File: config.mk
export PLATFORM = sky130hd
export DESIGN_NAME = flag_alu
export DESIGN_NICKNAME = d
export VERILOG_FILES = /design/src/rtl/flag_alu_pkg.sv /design/src/rtl/flag_alu_decode.sv /design/src/rtl/flag_alu_adder.sv /design/src/rtl/flag_alu_logic.sv /design/src/rtl/flag_alu.sv
export SDC_FILE = /design/constraint.sdc
export NUM_CORES = 1
export LEC_CHECK = 0
export BUFFER_PORTS_ARGS = -buffer_cell sky130_fd_sc_hd__buf_2
export CAP_MARGIN = 15
export CELL_PAD_IN_SITES_DETAIL_PLACEMENT = 0
export CELL_PAD_IN_SITES_GLOBAL_PLACEMENT = 1
export CORE_MARGIN = 5
export CORE_UTILIZATION = 33
export DETAILED_ROUTE_END_ITERATION = 8
export PLACE_DENSITY = 0.8
export SLEW_MARGIN = 10
export SYNTH_ARGS = -nofsm -noshare
export SYNTH_HDL_FRONTEND = slang
export SYNTH_SLANG_ARGS = --single-unit
File: constraint.sdc
create_clock -name vclk -period 7.4
set_clock_uncertainty 0.1 [all_clocks]
set_input_delay 1.48 -clock vclk [all_inputs]
set_output_delay 1.48 -clock vclk [all_outputs]
set_load 0.02 [all_outputs]
File: src/rtl/flag_alu_pkg.sv
package flag_alu_pkg;

  // Operation class chosen by the decoder
  typedef enum logic [1:0] {
    K_NONE  = 2'd0,
    K_ARITH = 2'd1,
    K_LOGIC = 2'd2,
    K_CMP   = 2'd3
  } op_kind_e;

  // Bitwise operation chosen inside the logic class
  typedef enum logic [1:0] {
    L_AND = 2'd0,
    L_OR  = 2'd1,
    L_XOR = 2'd2,
    L_NOR = 2'd3
  } logic_op_e;

  typedef struct packed {
    op_kind_e  kind;
    logic      invert_b;   // adder sees ~b with carry-in 1
    logic_op_e lop;
    logic      cmp_signed;
  } alu_ctrl_t;

  localparam int CODE_W = 4;

endpackage

File: src/rtl/flag_alu_decode.sv
module flag_alu_decode
  import flag_alu_pkg::*;
(
  input  logic [CODE_W-1:0] f,
  output alu_ctrl_t         ctrl
);

  always_comb begin
    ctrl            = '0;
    ctrl.kind       = K_NONE;
    ctrl.lop        = L_AND;
    unique case (f)
      4'b0000, 4'b0001: ctrl.kind = K_ARITH;
      4'b0010, 4'b0011: begin
        ctrl.kind     = K_ARITH;
        ctrl.invert_b = 1'b1;
      end
      4'b0100: begin ctrl.kind = K_LOGIC; ctrl.lop = L_AND; end
      4'b0101: begin ctrl.kind = K_LOGIC; ctrl.lop = L_OR;  end
      4'b0110: begin ctrl.kind = K_LOGIC; ctrl.lop = L_XOR; end
      4'b0111: begin ctrl.kind = K_LOGIC; ctrl.lop = L_NOR; end
      4'b1010: begin
        ctrl.kind       = K_CMP;
        ctrl.invert_b   = 1'b1;
        ctrl.cmp_signed = 1'b1;
      end
      4'b1011: begin
        ctrl.kind     = K_CMP;
        ctrl.invert_b = 1'b1;
      end
      default: ctrl.kind = K_NONE;
    endcase
  end

endmodule

File: src/rtl/flag_alu_adder.sv
module flag_alu_adder #(
  parameter int WIDTH = 32
) (
  input  logic [WIDTH-1:0] a,
  input  logic [WIDTH-1:0] b,
  input  logic             invert_b,
  output logic [WIDTH-1:0] sum,
  output logic             carry,
  output logic             overflow,
  output logic             lt_signed,
  output logic             lt_unsigned
);

  localparam int MSB = WIDTH - 1;

  logic [WIDTH-1:0] b_eff;
  logic [WIDTH:0]   wide;

  assign b_eff = invert_b ? ~b : b;
  assign wide  = {1'b0, a} + {1'b0, b_eff} + {{WIDTH{1'b0}}, invert_b};
  assign sum   = wide[MSB:0];
  assign carry = wide[WIDTH];

  // Same-sign inputs with a sign flip in the sum
  assign overflow = (a[MSB] == b_eff[MSB]) && (sum[MSB] != a[MSB]);

  // Valid when invert_b is set (the adder forms a - b)
  assign lt_signed   = sum[MSB] ^ overflow;
  assign lt_unsigned = ~carry;

endmodule

File: src/rtl/flag_alu_logic.sv
module flag_alu_logic
  import flag_alu_pkg::*;
#(
  parameter int WIDTH = 32
) (
  input  logic [WIDTH-1:0] a,
  input  logic [WIDTH-1:0] b,
  input  logic_op_e        lop,
  output logic [WIDTH-1:0] res
);

  always_comb begin
    unique case (lop)
      L_AND:   res = a & b;
      L_OR:    res = a | b;
      L_XOR:   res = a ^ b;
      default: res = ~(a | b);
    endcase
  end

endmodule

File: src/rtl/flag_alu.sv
module flag_alu
  import flag_alu_pkg::*;
#(
  parameter int WIDTH = 32
) (
  input  logic [WIDTH-1:0]  a,
  input  logic [WIDTH-1:0]  b,
  input  logic [CODE_W-1:0] f,
  output logic [WIDTH-1:0]  y,
  output logic              cout,
  output logic              ov
);

  localparam int MSB = WIDTH - 1;

  alu_ctrl_t        ctrl;
  logic [WIDTH-1:0] sum;
  logic [WIDTH-1:0] lres;
  logic             add_c, add_v, lt_s, lt_u, lt_sel;

  flag_alu_decode u_dec (
    .f    (f),
    .ctrl (ctrl)
  );

  flag_alu_adder #(.WIDTH(WIDTH)) u_add (
    .a           (a),
    .b           (b),
    .invert_b    (ctrl.invert_b),
    .sum         (sum),
    .carry       (add_c),
    .overflow    (add_v),
    .lt_signed   (lt_s),
    .lt_unsigned (lt_u)
  );

  flag_alu_logic #(.WIDTH(WIDTH)) u_log (
    .a   (a),
    .b   (b),
    .lop (ctrl.lop),
    .res (lres)
  );

  assign lt_sel = ctrl.cmp_signed ? lt_s : lt_u;

  always_comb begin
    y    = '0;
    cout = 1'b0;
    ov   = 1'b0;
    unique case (ctrl.kind)
      K_ARITH: begin
        y    = sum;
        cout = add_c;
        ov   = add_v;
      end
      K_LOGIC: y = lres;
      K_CMP:   y = {{MSB{1'b0}}, lt_sel};
      default: y = '0;
    endcase
  end

  // Guards on the output selection
  always_comb begin
    if (ctrl.kind == K_LOGIC || ctrl.kind == K_CMP)
      AST_QUIET_FLAGS: assert (!cout && !ov);
    if (ctrl.kind == K_CMP)
      AST_CMP_ONE_BIT: assert (y[MSB:1] == '0);
    if (ctrl.kind == K_NONE)
      AST_UNLISTED_ZERO: assert (y == '0 && !cout && !ov);
    if (ctrl.kind == K_ARITH && ctrl.invert_b)
      AST_SUB_BORROW: assert (cout == (a >= b));
    if (ctrl.kind == K_ARITH && !ctrl.invert_b && (a[MSB] != b[MSB]))
      AST_MIXED_SIGN_NO_OV: assert (!ov);
    if (f == 4'b0110 && a == b)
      AST_XOR_SELF: assert (y == '0);
  end

endmodule

==> metrics <==
final wirelength=13.95 mm; fin area=between 0.005 and 0.006 mm^2; Psw=just under 0.0003 W; net switching fraction of the power=between 60 and 70%; Vias=roughly 5k; Crit path arrival time=4930 ps; initial antenna violation count=0; sequential area share after synthesis=0%; fillers=1588; Post-Syn Area=0.004767 mm^2; element type at the critical path end=primary output; Critical Path RT=between 5000 and 6000 ps; Leakage=approximately 2.8 nW; crit path cell chain=buf_2 -> inv_1 -> nor2_4 -> buf_4 -> xnor2_1 -> fa_1 -> a21oi_1 -> o211ai_1 -> o2111ai_2 -> a31oi_1 -> a31o_2 -> mux2_2 -> a311o_1 -> buf_2; Slew Limit Headroom=47.92%; n_diodes=0; Worst path max stage delay=450 ps; Tcrit/Tclk final=87.99%; maxcap violations=0; largest net degree at the start of global routing=65; Final Max Tran Viols=0; most frequent cell after synthesis=inv_1; Post-synth top cells=inv_1, ha_1, o21ai_0, nor2_1; most frequent CP cell=buf_2; cell count after synthesis=between 700 and 800; DP Wirelength=11.31 mm; first-pass GRT wire length=approximately 23 mm; initial DRC count=~250; Setup TNS Final=0 ps; run status=completed; startpoint types=input port; Worst setup startpoint=f[1]; Die H=130.2 um; Synth top area share=25.46%; CP delay by family, top=compound AO/OA/AOI/OAI gates; Final Hold Vio Count=0; register area=0 um^2; Avg Inst Size Synth=6.667 um^2; vias in the first global route=4609; cts hold-fix bufs=0; Cell Int Power=0.0001944 W; die area=0.01695 mm^2; Initial Utilization=33.18%; row count=44; WHS=3254 ps; core area=0.01437 mm^2; CP max-delay cell=fa_1; Hold WC Path Type=in2out; sequential power share=0%; largest area contributor in the netlist=ha_1; Via density=5.191; nets=949; Ports=just over 100; worst min-delay path endpoint=ov; cts repair resizes=0; Seq cells=0; syn_nets=881; # setup viols final=0; Die X-Extent=130.2 um; layout cell share with drive strength beyond 1=between 10% and 20%; DP Area=0.005360 mm^2; post-CTS setup buffer count=0; fin crit period=6511 ps; Worst Hold Depth=4; synth-to-layout area growth=12.44%; gr usage total=15.93%; Syn. warnings=0; VDD IR max=0.02544 mV; clk_buf instances=0; DRC=0; Distinct cells, synth=71; crit path max fanout=27; buffers added on ports=102; gr ovfl total=0; GPL Wtd Cong=0.9248; Fmax achieved=approximately 150 MHz; Setup CP Type=in2out; Wirelength per Cell=14.46 um; Comb pwr share=100.0%; hold_sp=a[31]; power per cell area=between 90 and 100 mW/mm^2; slew of the pin with the lowest slew margin=781.2 ps; Area contributors post-synth=ha_1, inv_1, xnor2_1; clock share of power=0%; unrepaired setup endpoints after global routing=false; worst path bufs/invs=4; post-route ant nets=0; DR pass1 iterations=5
## worst min-delay path, cell delays in order
cell     delay, ps
buf_2          120
nand2_1         50
mux2i_1         60
buf_2          160
## layout by cell type, fill, tap and decap left out, types with 2 or more instances in the layout
| cell | synthesis | final |
|---|---|---|
| nand3_1 | 14 | 14 |
| a31o_2 | 3 | 3 |
| nand2_1 | 55 | 55 |
| nand4_1 | 9 | 9 |
| a21boi_0 | 3 | 3 |
| nor3_1 | 8 | 8 |
| buf_4 | 0 | 6 |
| o21ai_0 | 67 | 67 |
| a211o_1 | 9 | 9 |
| nor2_1 | 59 | 58 |
| xnor2_1 | 41 | 41 |
| a31oi_1 | 5 | 5 |
| nor3b_1 | 2 | 2 |
| o311ai_0 | 3 | 3 |
| nor2b_1 | 9 | 9 |
| o31ai_1 | 6 | 6 |
| and3_1 | 5 | 5 |
| o22ai_1 | 10 | 10 |
| o32ai_1 | 3 | 3 |
| o2111ai_1 | 2 | 2 |
| o21a_1 | 7 | 7 |
| or3b_1 | 2 | 2 |
| a2111oi_0 | 3 | 3 |
| ha_1 | 97 | 97 |
| o211ai_1 | 6 | 6 |
| mux2_2 | 4 | 4 |
| a211oi_1 | 7 | 7 |
| and2_1 | 3 | 3 |
| mux2i_1 | 14 | 14 |
| xor2_1 | 7 | 7 |
| a311oi_1 | 3 | 3 |
| o21bai_1 | 6 | 6 |
| buf_2 | 5 | 102 |
| nor4_1 | 2 | 2 |
| inv_1 | 98 | 98 |
| a21o_1 | 12 | 12 |
| a21oi_1 | 55 | 55 |
| or2_2 | 3 | 3 |
| nand2b_1 | 2 | 2 |
## routing by layer
layer  track usage, %  share of wire (%)  routed length (um)
met1            23.66                 52                7188
met5                0                  0                   0
met4            1.406               0.90                 125
met3            1.105                4.4                 618
met2            26.10                 43                6018
## how the worst max path moves through the flow
stage,endpoint,slack (ps),cells past startpoint
4_1_cts,y[19],850,14
6_report,y[18],890,14
3_5_place_dp,y[19],880,14
5_1_grt,y[19],590,14
3_3_place_gp,y[18],880,14
2_1_floorplan,y[19],470,14
## power by group through the flow
stage	combinational [W]	sequential, W	clock [W]
floorplan	0.000365	0	0
global placement	0.000487	0	0
detailed placement	0.000487	0	0
CTS	0.000491	0	0
global route	0.000548	0	0
finish	0.000488	0	0
## logic make-up after synthesis
kind of cell / synth area share (%)
compound gates: 30.34
mux: 3.884
buf+inv: 11.92
simple gates: 19.16
xor+xnor: 8.819
fa+ha+maj: 25.88
## metrics by stage
stage	power (W)	util (%)	cells	setup slack, ps
4_1_cts	0.0004906	37.30	965	853.0
3_5_place_dp	0.0004874	37.30	965	876.7
6_report	0.0004881	37.30	965	888.8
5_1_grt	0.0005478	37.30	965	594.9
3_3_place_gp	0.0004867	37.30	965	880.9
2_1_floorplan	0.0003652	-	715	473.2
## final cells by class
type	instances	area (um^2)	share of cell area, %
multi-input cells	575	4207	78.48
well taps	184	230.2	4.295
inverters	98	367.9	6.863
repair buffers	108	555.5	10.36
No activity file was read; power rests on OpenSTA's default activity.
